$ cat config.mk
export PLATFORM = sky130hd
export DESIGN_NAME = rxpoll_seq
export DESIGN_NICKNAME = d
export VERILOG_FILES = /design/src/rtl/rxpoll_pkg.sv /design/src/rtl/rxpoll_dursel.sv /design/src/rtl/rxpoll_timer.sv /design/src/rtl/rxpoll_fsm.sv /design/src/rtl/rxpoll_seq.sv
export SDC_FILE = /design/constraint.sdc
export NUM_CORES = 1
export LEC_CHECK = 0
export ABC_AREA = 1
export BUFFER_PORTS_ARGS = -buffer_cell sky130_fd_sc_hd__clkbuf_2
export CELL_PAD_IN_SITES_DETAIL_PLACEMENT = 1
export CELL_PAD_IN_SITES_GLOBAL_PLACEMENT = 1
export CORE_MARGIN = 2
export CORE_UTILIZATION = 42
export CTS_CLUSTER_DIAMETER = 120
export CTS_CLUSTER_SIZE = 16
export DETAILED_ROUTE_END_ITERATION = 16
export PLACE_DENSITY_LB_ADDON = 0.25
export SLEW_MARGIN = 0
export SYNTH_ARGS = -nofsm -noshare
export SYNTH_HDL_FRONTEND = slang
export SYNTH_SLANG_ARGS = --single-unit
export TNS_END_PERCENT = 20
$ cat constraint.sdc
create_clock -name clk -period 3.3 [get_ports clk]
set_clock_uncertainty 0.1 [all_clocks]
set_input_delay 0.165 -clock clk [delete_from_list [all_inputs] [get_ports clk]]
set_output_delay 0.165 -clock clk [all_outputs]
set_load 0.05 [all_outputs]
$ cat src/rtl/rxpoll_pkg.sv
package rxpoll_pkg;

   typedef enum logic [2:0] {
      ST_SLEEP = 3'd0,
      ST_PLL   = 3'd1,
      ST_SIG   = 3'd2,
      ST_CHECK = 3'd3,
      ST_WAIT  = 3'd4,
      ST_RECV  = 3'd5
   } seq_state_e;

   function automatic int max_of4(input int a, input int b, input int c, input int d);
      int m;
      m = a;
      if (b > m) m = b;
      if (c > m) m = c;
      if (d > m) m = d;
      return m;
   endfunction

endpackage

$ cat src/rtl/rxpoll_dursel.sv
module rxpoll_dursel
   import rxpoll_pkg::*;
#(
   parameter int SLEEP_W      = 5,
   parameter int SLEEP_UNIT   = 1024,
   parameter int SLEEP_XMUL   = 8,
   parameter int PLL_TICKS    = 799,
   parameter int SIG_TICKS [4] = '{882, 498, 306, 210},
   parameter int CNT_W        = 18
) (
   input  seq_state_e         tgt_st,
   input  logic [SLEEP_W-1:0] sleep_val,
   input  logic               sleep_ext,
   input  logic [1:0]         baud_sel,
   output logic [CNT_W-1:0]   dur
);

   localparam int UNIT_LG = $clog2(SLEEP_UNIT);
   localparam int XMUL_LG = $clog2(SLEEP_XMUL);

   // elaboration-time parameter checks
   if (SLEEP_W < 1)    begin : g_bad_sw   $error("SLEEP_W must be at least 1");    end
   if (SLEEP_UNIT < 1) begin : g_bad_unit $error("SLEEP_UNIT must be at least 1"); end
   if (SLEEP_XMUL < 1) begin : g_bad_xmul $error("SLEEP_XMUL must be at least 1"); end
   if (PLL_TICKS < 1)  begin : g_bad_pll  $error("PLL_TICKS must be at least 1");  end

   logic [CNT_W-1:0] slp_base;
   logic [CNT_W-1:0] slp_ext;
   logic [CNT_W-1:0] sig_tab [4];

   // sleep unit scaling: shift when a power of two, multiply otherwise
   if ((1 << UNIT_LG) == SLEEP_UNIT) begin : g_unit_shift
      assign slp_base = CNT_W'(sleep_val) << UNIT_LG;
   end else begin : g_unit_mul
      assign slp_base = CNT_W'(sleep_val) * CNT_W'(SLEEP_UNIT);
   end

   // extension factor, same choice
   if ((1 << XMUL_LG) == SLEEP_XMUL) begin : g_xmul_shift
      assign slp_ext = slp_base << XMUL_LG;
   end else begin : g_xmul_mul
      assign slp_ext = slp_base * CNT_W'(SLEEP_XMUL);
   end

   // per-baud-range settle table
   for (genvar g = 0; g < 4; g++) begin : g_sig
      if (SIG_TICKS[g] < 1) begin : g_bad_sig
         $error("SIG_TICKS entries must be at least 1");
      end
      assign sig_tab[g] = CNT_W'(SIG_TICKS[g]);
   end

   always_comb begin
      unique case (tgt_st)
         ST_SLEEP: dur = sleep_ext ? slp_ext : slp_base;
         ST_PLL:   dur = CNT_W'(PLL_TICKS);
         ST_SIG:   dur = sig_tab[baud_sel];
         default:  dur = '0;
      endcase
   end

endmodule

$ cat src/rtl/rxpoll_timer.sv
module rxpoll_timer #(
   parameter int CNT_W = 18
) (
   input  logic             clk,
   input  logic             rst,
   input  logic             load,
   input  logic [CNT_W-1:0] load_val,
   input  logic             tick,
   output logic             expire
);

   logic [CNT_W-1:0] cnt_q;

   // reload on reset and on every state entry; count ticks down to one
   always_ff @(posedge clk) begin
      if (rst || load) begin
         cnt_q <= load_val;
      end else if (tick && (cnt_q != '0)) begin
         cnt_q <= cnt_q - 1'b1;
      end
   end

   // zero length expires at once; otherwise the last tick ends the interval
   assign expire = (cnt_q == '0) || ((cnt_q == CNT_W'(1)) && tick);

endmodule

$ cat src/rtl/rxpoll_fsm.sv
module rxpoll_fsm
   import rxpoll_pkg::*;
(
   input  logic       clk,
   input  logic       rst,
   input  logic       expire,
   input  logic       opmode,
   input  logic       pmode,
   input  logic       sleep_zero,
   input  logic       chk_ok,
   input  logic       chk_fail,
   input  logic       start_bit,
   input  logic       bit_err,
   output seq_state_e st_q,
   output seq_state_e nxt_st,
   output logic       load,
   output logic       irq_q,
   output logic       set_q
);

   seq_state_e nxt_raw;
   seq_state_e wake_st;
   logic       irq_d;
   logic       set_d;

   // start-up entry: synthesizer loop only when the mode bit is clear
   assign wake_st = opmode ? ST_SIG : ST_PLL;

   always_comb begin
      nxt_raw = st_q;
      irq_d   = 1'b0;
      set_d   = 1'b0;
      unique case (st_q)
         ST_SLEEP: if (expire) nxt_raw = wake_st;
         ST_PLL:   if (expire) nxt_raw = ST_SIG;
         ST_SIG:   if (expire) nxt_raw = ST_CHECK;
         ST_CHECK: begin
            if (chk_fail) begin
               nxt_raw = sleep_zero ? ST_SIG : ST_SLEEP;
            end else if (chk_ok) begin
               nxt_raw = ST_WAIT;
               set_d   = 1'b1;
            end
         end
         ST_WAIT: begin
            if (bit_err) begin
               nxt_raw = wake_st;
               irq_d   = !pmode;
            end else if (start_bit) begin
               nxt_raw = ST_RECV;
            end
         end
         ST_RECV:  if (bit_err) nxt_raw = wake_st;
         default:  nxt_raw = ST_SLEEP;
      endcase
   end

   assign nxt_st = rst ? ST_SLEEP : nxt_raw;
   assign load   = rst || (nxt_raw != st_q);

   always_ff @(posedge clk) begin
      if (rst) begin
         st_q  <= ST_SLEEP;
         irq_q <= 1'b0;
         set_q <= 1'b0;
      end else begin
         st_q  <= nxt_raw;
         irq_q <= irq_d;
         set_q <= set_d;
      end
   end

endmodule

$ cat src/rtl/rxpoll_seq.sv
module rxpoll_seq
   import rxpoll_pkg::*;
#(
   parameter int SLEEP_W      = 5,
   parameter int SLEEP_UNIT   = 1024,
   parameter int SLEEP_XMUL   = 8,
   parameter int PLL_TICKS    = 799,
   parameter int SIG_TICKS [4] = '{882, 498, 306, 210}
) (
   input  logic               clk,
   input  logic               rst,
   input  logic               tick_i,
   input  logic [SLEEP_W-1:0] sleep_val_i,
   input  logic               sleep_ext_i,
   input  logic [1:0]         baud_sel_i,
   input  logic               opmode_i,
   input  logic               pmode_i,
   input  logic               chk_ok_i,
   input  logic               chk_fail_i,
   input  logic               start_bit_i,
   input  logic               bit_err_i,
   output logic               rx_active_o,
   output logic               irq_o,
   output logic               set_vout_o,
   output logic               set_clk_o,
   output logic               set_opmode_o,
   output logic               rx_route_o
);

   localparam int SLP_MAX = ((1 << SLEEP_W) - 1) * SLEEP_UNIT * SLEEP_XMUL;
   localparam int SIG_MAX = max_of4(SIG_TICKS[0], SIG_TICKS[1], SIG_TICKS[2], SIG_TICKS[3]);
   localparam int DUR_MAX = max_of4(SLP_MAX, PLL_TICKS, SIG_MAX, 1);
   localparam int CNT_W   = $clog2(DUR_MAX + 1);

   seq_state_e       cur_st;
   seq_state_e       nxt_st;
   logic             load;
   logic             expire;
   logic             irq_q;
   logic             set_q;
   logic [CNT_W-1:0] dur;

   rxpoll_dursel #(
      .SLEEP_W    (SLEEP_W),
      .SLEEP_UNIT (SLEEP_UNIT),
      .SLEEP_XMUL (SLEEP_XMUL),
      .PLL_TICKS  (PLL_TICKS),
      .SIG_TICKS  (SIG_TICKS),
      .CNT_W      (CNT_W)
   ) u_dursel (
      .tgt_st    (nxt_st),
      .sleep_val (sleep_val_i),
      .sleep_ext (sleep_ext_i),
      .baud_sel  (baud_sel_i),
      .dur       (dur)
   );

   rxpoll_timer #(
      .CNT_W (CNT_W)
   ) u_timer (
      .clk      (clk),
      .rst      (rst),
      .load     (load),
      .load_val (dur),
      .tick     (tick_i),
      .expire   (expire)
   );

   rxpoll_fsm u_fsm (
      .clk        (clk),
      .rst        (rst),
      .expire     (expire),
      .opmode     (opmode_i),
      .pmode      (pmode_i),
      .sleep_zero (sleep_val_i == '0),
      .chk_ok     (chk_ok_i),
      .chk_fail   (chk_fail_i),
      .start_bit  (start_bit_i),
      .bit_err    (bit_err_i),
      .st_q       (cur_st),
      .nxt_st     (nxt_st),
      .load       (load),
      .irq_q      (irq_q),
      .set_q      (set_q)
   );

   assign rx_active_o  = (cur_st != ST_SLEEP);
   assign rx_route_o   = (cur_st == ST_RECV);
   assign irq_o        = irq_q;
   assign set_vout_o   = set_q;
   assign set_clk_o    = set_q;
   assign set_opmode_o = set_q;

endmodule

### Word level (Yosys, flattened, before mapping)

Index checks and enable logic that the tools add are counted.

| cells by class | value |
|---|---|
| equality and inequality tests | 9 |
| magnitude comparators | 1 |
| $add $sub $neg | 1 |
| bitwise operators | 4 |
| mux-type cells | 20 |
| reductions and logical operators | 15 |

Operator list:

| kind | number |
|---|---|
| 18-bit 2-to-1 mux | 5 |
| 18-bit case mux with 3 select lines | 1 |
| 18-bit binary-select mux with 2-bit select | 1 |
| 3-bit 2-to-1 mux | 9 |
| 18-bit by 1-bit equality test with 1-bit output (second input constant) | 1 |
| 18-bit zero test | 1 |
| 3-bit case mux with 6 select lines | 1 |
| 18-bit nonzero test | 1 |
| 18-bit by 1-bit subtractor with 18-bit output (second input constant) | 1 |
| 3-bit by 2-bit equality test with 1-bit output (second input constant) | 3 |
| 3-bit by 1-bit equality test with 1-bit output (second input constant) | 2 |
| 3-bit equality test (second input constant) | 2 |
| 3-bit zero test | 2 |
| 3-bit OR reduction | 2 |
| 5-bit zero test | 1 |
| 2-bit 2-to-1 mux | 2 |
| 3-bit greater-or-equal comparator (second input constant) | 1 |
| 1-bit logical OR | 3 |
| 3-bit inequality test | 1 |
| 1-bit inverter | 3 |
| 2-bit inverter with 3-bit output | 1 |
| 3-bit nonzero test | 1 |
| 1-bit logical AND | 2 |
| 2-bit nonzero test | 1 |
| 2 further kinds | 2 |

| storage, ports and cells | value |
|---|---|
| word-level logic and storage cells | 54 |
| bits in registers | 23 |
| input bits | 17 |

### Depth between registers and ports, before layout

| logic depth | value |
|---|---|
| depth after elaboration | 9 |
| gate-level depth with buffers | 17 |
| depth with buffers taken out | 16 |

### Modules after synthesis

Synthesis repeated with hierarchy kept, for this count alone.

| unflattened totals | value |
|---|---|
| cell total of the unflattened synthesis | 287 |
| area total of the unflattened synthesis | 1900.6 um^2 |

By module, submodules not included:

| module | area an instance (um^2) | times used | cells an instance |
|---|---|---|---|
| rxpoll_timer | 1300.0 | 1 | 168 |
| rxpoll_fsm | 339.1 | 1 | 62 |
| rxpoll_dursel | 201.4 | 1 | 43 |
| rxpoll_seq | 60.1 | 1 | 14 |

### Worst setup path before layout

Ideal clock, no wire load.

| timing path | value |
|---|---|
| path type | register to register |
| start | reg u_timer.cnt_q[0] |
| end | reg u_timer.cnt_q[0] (enable) |
| slack | 0.531 ns |
| data arrival time | 2.195 ns |
| stages on the path, launching flop included | 14 |
| setup time | 0.474 ns |
| path buffers | 2 |
| path through | edfxtp_1 -> inv_1 -> ha_1 -> nand2_2 -> nor2_4 -> nand3_4 -> nand2_4 -> nand2_2 -> nand3_1 -> nand2_1 -> nor2_2 -> buf_6 -> buf_8 -> nand4_1 |

| between the ends | value |
|---|---|
| cells in the longest elaborated chain, start to end | 9 |
| elaborated cells between the ends (all ways) | 14 |
| classes of those cells | 2 x eq/ne; 4 x mux; 8 x reduce/logical |

Ends and longest elaborated chain:

| element | line | RTL |
|---|---|---|
| start, declared | rxpoll_timer.sv:12 | `logic [CNT_W-1:0] cnt_q;` |
| start signal, assigned | rxpoll_timer.sv:17 | `cnt_q <= load_val;` |
| start signal, assigned | rxpoll_timer.sv:19 | `cnt_q <= cnt_q - 1'b1;` |
| 18-bit by 1-bit equality test with 1-bit output | rxpoll_timer.sv:24 | `assign expire = (cnt_q == '0) \|\| ((cnt_q == CNT_W'(1)) && tick);` |
| 1-bit logical AND | rxpoll_timer.sv:24 |  |
| 1-bit logical OR | rxpoll_timer.sv:24 |  |
| 3-bit 2-to-1 mux, on equally long branches | rxpoll_fsm.sv:36, rxpoll_fsm.sv:34, rxpoll_fsm.sv:35 |  |
| 3-bit case mux with 6 select lines | rxpoll_fsm.sv:33 | `unique case (st_q)` |
| 3-bit inequality test | rxpoll_fsm.sv:59 | `assign load = rst \|\| (nxt_raw != st_q);` |
| 1-bit logical OR | rxpoll_fsm.sv:59 |  |
| 1-bit logical OR | rxpoll_timer.sv:16 | `if (rst \|\| load) begin` |
| 2-bit nonzero test (no line) * | n/a |  |

Mark *: on every way between the ends. The rest lies on a longest branch, timed or not.
A chain may end at the register's enable or synchronous reset.

### Worst setup path after layout

| timing path | value |
|---|---|
| start | reg u_timer.cnt_q[0] |
| end | reg u_timer.cnt_q[3] (data pin) |

| between the ends | value |
|---|---|
| cells in the longest elaborated chain, start to end | 9 |
| elaborated cells between the ends (all ways) | 19 |
| classes of those cells | 1 x add/sub; 4 x eq/ne; 8 x mux; 6 x reduce/logical |

Ends and longest elaborated chain:

| element | line | RTL |
|---|---|---|
| 18-bit by 1-bit equality test with 1-bit output | rxpoll_timer.sv:24 |  |
| 1-bit logical AND | rxpoll_timer.sv:24 |  |
| 1-bit logical OR | rxpoll_timer.sv:24 |  |
| 3-bit 2-to-1 mux, on equally long branches | rxpoll_fsm.sv:36, rxpoll_fsm.sv:34, rxpoll_fsm.sv:35 |  |
| 3-bit case mux with 6 select lines | rxpoll_fsm.sv:33 |  |
| 3-bit 2-to-1 mux / 3-bit inequality test (equally long branches) | rxpoll_fsm.sv:58, rxpoll_fsm.sv:59 |  |
| 3-bit by 2-bit equality test with 1-bit output, or another cell as far along | rxpoll_dursel.sv:54 | `unique case (tgt_st)` |
| 18-bit case mux with 3 select lines / 1-bit logical OR (equally long branches) | rxpoll_dursel.sv:54, rxpoll_timer.sv:16 |  |
| 18-bit 2-to-1 mux * | rxpoll_timer.sv:16 |  |

Mark *: on every way between the ends. The rest lies on a longest branch, timed or not. The select of a mux whose other input is x is not followed.

==> impl_metrics.prom <==
# TYPE chip_impl_metric gauge
chip_impl_metric{name="power_density",unit="nW/µm²"} 394
chip_impl_metric{name="max-clock-path-buffers",unit=""} 2
chip_impl_metric{name="period_needed",unit="ns"} 2.84
chip_impl_metric{name="critPathBufInv",unit=""} 1
chip_impl_metric{name="syn_inst",unit=""} 247
chip_impl_metric{name="final_layout_size_suffix_gt1_share",unit="%"} 18.2
chip_impl_metric{name="worstPathMaxFanout",unit=""} 15
chip_impl_metric{name="first_pass_iters",unit=""} 4
chip_impl_metric{name="synth_cell_types",unit=""} 34
chip_impl_metric{name="design.portCount",unit=""} 23
chip_impl_metric{name="setup_tns",unit="ns"} 0
chip_impl_info{name="rsz0062_at_grt",value="no"} 1
chip_impl_metric{name="yosysTopAreaCellShare",unit="%"} 29.5
chip_impl_metric{name="maximum_vdd_ir_drop",unit="mV"} 0.165
chip_impl_metric{name="ys_seq_elements",unit=""} 23
chip_impl_info{name="ctsRootBufferMaster",value="sky130_fd_sc_hd__clkbuf_8"} 1
chip_impl_metric{name="cp.required",unit="ns"} 3.22
chip_impl_metric{name="timing_max_transition_violations_final",unit=""} 0
chip_impl_metric{name="path_clk_slew",unit="ns"} 0.09
chip_impl_info{name="layout.cells.most_common",value="sky130_fd_sc_hd__nand2_1"} 1
chip_impl_info{name="highest_count_cells_in_the_layout_ignoring_fill_and_taps",value="sky130_fd_sc_hd__nand2_1, sky130_fd_sc_hd__nor2_1, sky130_fd_sc_hd__nand4_1, sky130_fd_sc_hd__clkbuf_2, sky130_fd_sc_hd__inv_1"} 1
chip_impl_info{name="cp_cell_sequence",value="inv_1 -> ha_1 -> nand2_2 -> nor2_4 -> nand3_4 -> nand2_4 -> nand2_2 -> nand3_1 -> nand2_1 -> nor2_2 -> nand3_2 -> nand2_1 -> nand2_1"} 1
chip_impl_metric{name="detail_route.wirelength",unit="mm"} 4.78
chip_impl_info{name="synthTopCellsByArea",value="sky130_fd_sc_hd__edfxtp_1, sky130_fd_sc_hd__nand2_1, sky130_fd_sc_hd__nand4_1"} 1
chip_impl_info{name="tritoncts_clock_tree",value="done"} 1
chip_impl_metric{name="detail_route.vias_per_cell",unit=""} 5.40
chip_impl_metric{name="grt_pass1_wl",unit="mm"} 8.37
chip_impl_metric{name="nets",unit=""} 289
chip_impl_metric{name="worst_slew_pin_slew",unit="ns"} 0.525
chip_impl_metric{name="gp_routability_congestion",unit=""} 0.839
chip_impl_metric{name="syn-num-nets",unit=""} 266
chip_impl_metric{name="postLayoutCoreUtil",unit="%"} 47.1
chip_impl_metric{name="clock.fmax",unit="GHz"} 0.353
chip_impl_info{name="critPathKind",value="reg2reg"} 1
chip_impl_metric{name="grt_use_met2",unit="%"} 35.2
chip_impl_metric{name="remaining_global_route_overflow",unit=""} 0
chip_impl_metric{name="first_global_vias",unit=""} 1819
chip_impl_metric{name="synth-seq-area-share",unit="%"} 35.0
chip_impl_metric{name="numClockSinks",unit=""} 23
chip_impl_metric{name="worst_slew_margin_rel",unit="%"} 64.9
chip_impl_info{name="startpoint_type",value="register"} 1
chip_impl_metric{name="initial_core_util",unit="%"} 42.9
chip_impl_metric{name="dieArea",unit="µm²"} 4900
chip_impl_info{name="timing.critical_path.mode_cell",value="sky130_fd_sc_hd__nand2_1"} 1
chip_impl_metric{name="dr.first_iter.drc_count",unit=""} 79
chip_impl_metric{name="die_width",unit="µm"} 70.0
chip_impl_metric{name="globalRouteTotalUtil",unit="%"} 21.1
chip_impl_metric{name="syn_area",unit="µm²"} 1830
chip_impl_metric{name="drcViolationCount",unit=""} 0
chip_impl_metric{name="cts_buffers",unit=""} 3
chip_impl_metric{name="syn_to_final_growth",unit="%"} 9.64
chip_impl_metric{name="post_synth.cell_area_avg",unit="µm²"} 7.41
chip_impl_metric{name="maxCapViolCount",unit=""} 0
chip_impl_metric{name="antenna_violating_nets_post_route",unit=""} 0
chip_impl_metric{name="maximum_number_of_pins_on_one_net_before_global_route_repair",unit=""} 20
chip_impl_metric{name="num_vias",unit=""} 1733
chip_impl_info{name="cp-end-kind",value="register"} 1
chip_impl_metric{name="finalSetupViolCount",unit=""} 0
chip_impl_info{name="critical_path.top_delay_family",value="simple AND/OR/NAND/NOR gates"} 1
chip_impl_info{name="grt_most_used_layer",value="met2"} 1
chip_impl_metric{name="timing.critical_path.slowest_cell_delay",unit="ns"} 0.45
chip_impl_metric{name="routedWlPerCell",unit="µm"} 14.9
chip_impl_metric{name="grtUsageMet1",unit="%"} 28.5
chip_impl_metric{name="final-instance-count-excl-fill",unit=""} 321
chip_impl_metric{name="timing.final.crit_share",unit="%"} 85.9
chip_impl_info{name="yosysTopAreaCell",value="sky130_fd_sc_hd__edfxtp_1"} 1
chip_impl_metric{name="antenna_found_initial",unit=""} 0
chip_impl_metric{name="final-hold-violation-count",unit=""} 0
chip_impl_metric{name="y_dimension_of_the_die",unit="µm"} 70.0
chip_impl_metric{name="placeableCoreArea",unit="µm²"} 4260
chip_impl_metric{name="synth.yosys.warnings",unit=""} 0
chip_impl_metric{name="insertedDiodeCount",unit=""} 0
chip_impl_metric{name="numPlacedInstances",unit=""} 316
chip_impl_metric{name="standby_leakage_power",unit="µW"} 0.00100
chip_impl_metric{name="dp.final_hpwl",unit="mm"} 3.87
chip_impl_info{name="outcome",value="finished, final reports clean"} 1
chip_impl_info{name="holdCritPathClass",value="in2reg"} 1
chip_impl_metric{name="clkLatencyLatePin",unit="ns"} 0.26
chip_impl_metric{name="grtUsageMet3",unit="%"} 2.45
chip_impl_metric{name="ctsHtreeMaxLevel",unit=""} 1
chip_impl_metric{name="port_buffers",unit=""} 22
chip_impl_metric{name="nFillCells",unit=""} 579
chip_impl_metric{name="row_count",unit=""} 24
chip_impl_info{name="timing.critical_path.slowest_stage_cell",value="sky130_fd_sc_hd__edfxtp_1"} 1
chip_impl_metric{name="crit_arrival",unit="ns"} 2.75
[power by group]
part | internal (µW) | leakage, µW | switching (µW)
logic | 84.4 | 0.000744 | 129
clock network | 86.1 | 0.0000228 | 91.4
registers | 359 | 0.000235 | 39.9
[per-layer routing]
layer | vias to the layer above | part of all wire (%)
met1 | 825 | 47
met4 | 0 | 2.1
li1 | 864 | -
met5 | - | 0
met3 | 8 | 3.1
met2 | 36 | 48
[synth_stat cells]
cell type	instances
sky130_fd_sc_hd__nor3_1	4
sky130_fd_sc_hd__nand2_1	67
sky130_fd_sc_hd__inv_2	3
sky130_fd_sc_hd__and2_1	1
sky130_fd_sc_hd__nand3_1	9
sky130_fd_sc_hd__nand4_1	24
sky130_fd_sc_hd__buf_2	1
sky130_fd_sc_hd__edfxtp_1	18
sky130_fd_sc_hd__o21bai_1	1
sky130_fd_sc_hd__nand2_4	1
sky130_fd_sc_hd__o21ai_1	2
sky130_fd_sc_hd__nand3_2	2
sky130_fd_sc_hd__mux2i_1	2
sky130_fd_sc_hd__buf_6	4
sky130_fd_sc_hd__ha_1	2
sky130_fd_sc_hd__nor4_1	3
sky130_fd_sc_hd__dfxtp_1	5
sky130_fd_sc_hd__xor2_1	10
sky130_fd_sc_hd__inv_1	19
sky130_fd_sc_hd__a21oi_2	1
sky130_fd_sc_hd__nand3_4	1
sky130_fd_sc_hd__a21oi_1	3
sky130_fd_sc_hd__nor2_4	2
sky130_fd_sc_hd__nor2_1	39
sky130_fd_sc_hd__clkbuf_1	1
sky130_fd_sc_hd__a21boi_0	1
sky130_fd_sc_hd__buf_4	3
sky130_fd_sc_hd__nand2_2	4
sky130_fd_sc_hd__nor2_2	5
sky130_fd_sc_hd__xnor2_1	5
sky130_fd_sc_hd__o211a_1	1
sky130_fd_sc_hd__buf_8	1
sky130_fd_sc_hd__nand3b_1	1
sky130_fd_sc_hd__o211ai_1	1
[repair_timing]
item / CTS / global route
hold buffers: 1 / 0
resized for setup: 0 / 0
endpoints found under the hold margin: 1 / 0
setup buffers: 0 / 0
[worst paths after layout]
check,slack [ns],from,end,depth (start not counted)
worst max-delay path,0.46,u_timer.cnt_q[0]$_DFFE_PP_,u_timer.cnt_q[3]$_DFFE_PP_,13
worst min-delay path,0.04,rst,u_fsm.set_q$_SDFF_PP0_,2
worst max register to register,0.46,u_timer.cnt_q[0]$_DFFE_PP_,u_timer.cnt_q[3]$_DFFE_PP_,13
worst min register to register,0.54,u_fsm.st_q[0]$_DFF_P_,u_fsm.set_q$_SDFF_PP0_,2
[flip-flops by register name, summed over array words and instances (netlist names)]
| signal | cells |
|---|---|
| u_fsm.st_q | 3 |
| u_fsm.set_q | 1 |
| u_fsm.irq_q | 1 |
| u_timer.cnt_q | 18 |
[stage by stage]
| stage | area, µm² | setup slack (ns) | total power (µW) | hold slack (ns) |
|---|---|---|---|---|
| 2_1_floorplan | 1830 | 0.531 | 554 | 0.137 |
| 3_3_place_gp | 1950 | 0.685 | 612 | 0.231 |
| 3_5_place_dp | 1950 | 0.487 | 615 | 0.253 |
| 4_1_cts | 2010 | 0.461 | 795 | 0.0265 |
| 5_1_grt | 2010 | 0.199 | 839 | 0.0371 |
| 6_report | 2010 | 0.465 | 790 | 0.0408 |
[cell families after synthesis]
kind of cell,Yosys count,synth area share [%]
adders and majority gates,2,1.37
xor gates and xnor gates,15,7.18
muxes,2,1.09
DFF,23,35.0
AOI/OAI and AO/OA,10,3.62
buffers and inverters,32,9.50
and+or+nand+nor,163,42.2
[worst register-to-register path: cells and delay by family (launching register included)]
family                     cells  cell delay (ns)
buffers and inverters          1             0.13
and+or+nand+nor               11             1.70
adders and majority gates      1             0.21
DFF                            1             0.45
[area by class of cell]
| cell class | instances | area (µm²) | share of cell area [%] |
|---|---|---|---|
| multi-input combinational | 192 | 1020 | 50.6 |
| sequential | 23 | 641 | 31.9 |
| timing repair buffer | 28 | 158 | 7.86 |
| inverter | 22 | 82.6 | 4.11 |
| tap | 52 | 65.1 | 3.24 |
| clock buffer | 4 | 45.0 | 2.24 |
No activity file was read; power rests on OpenSTA's default activity.
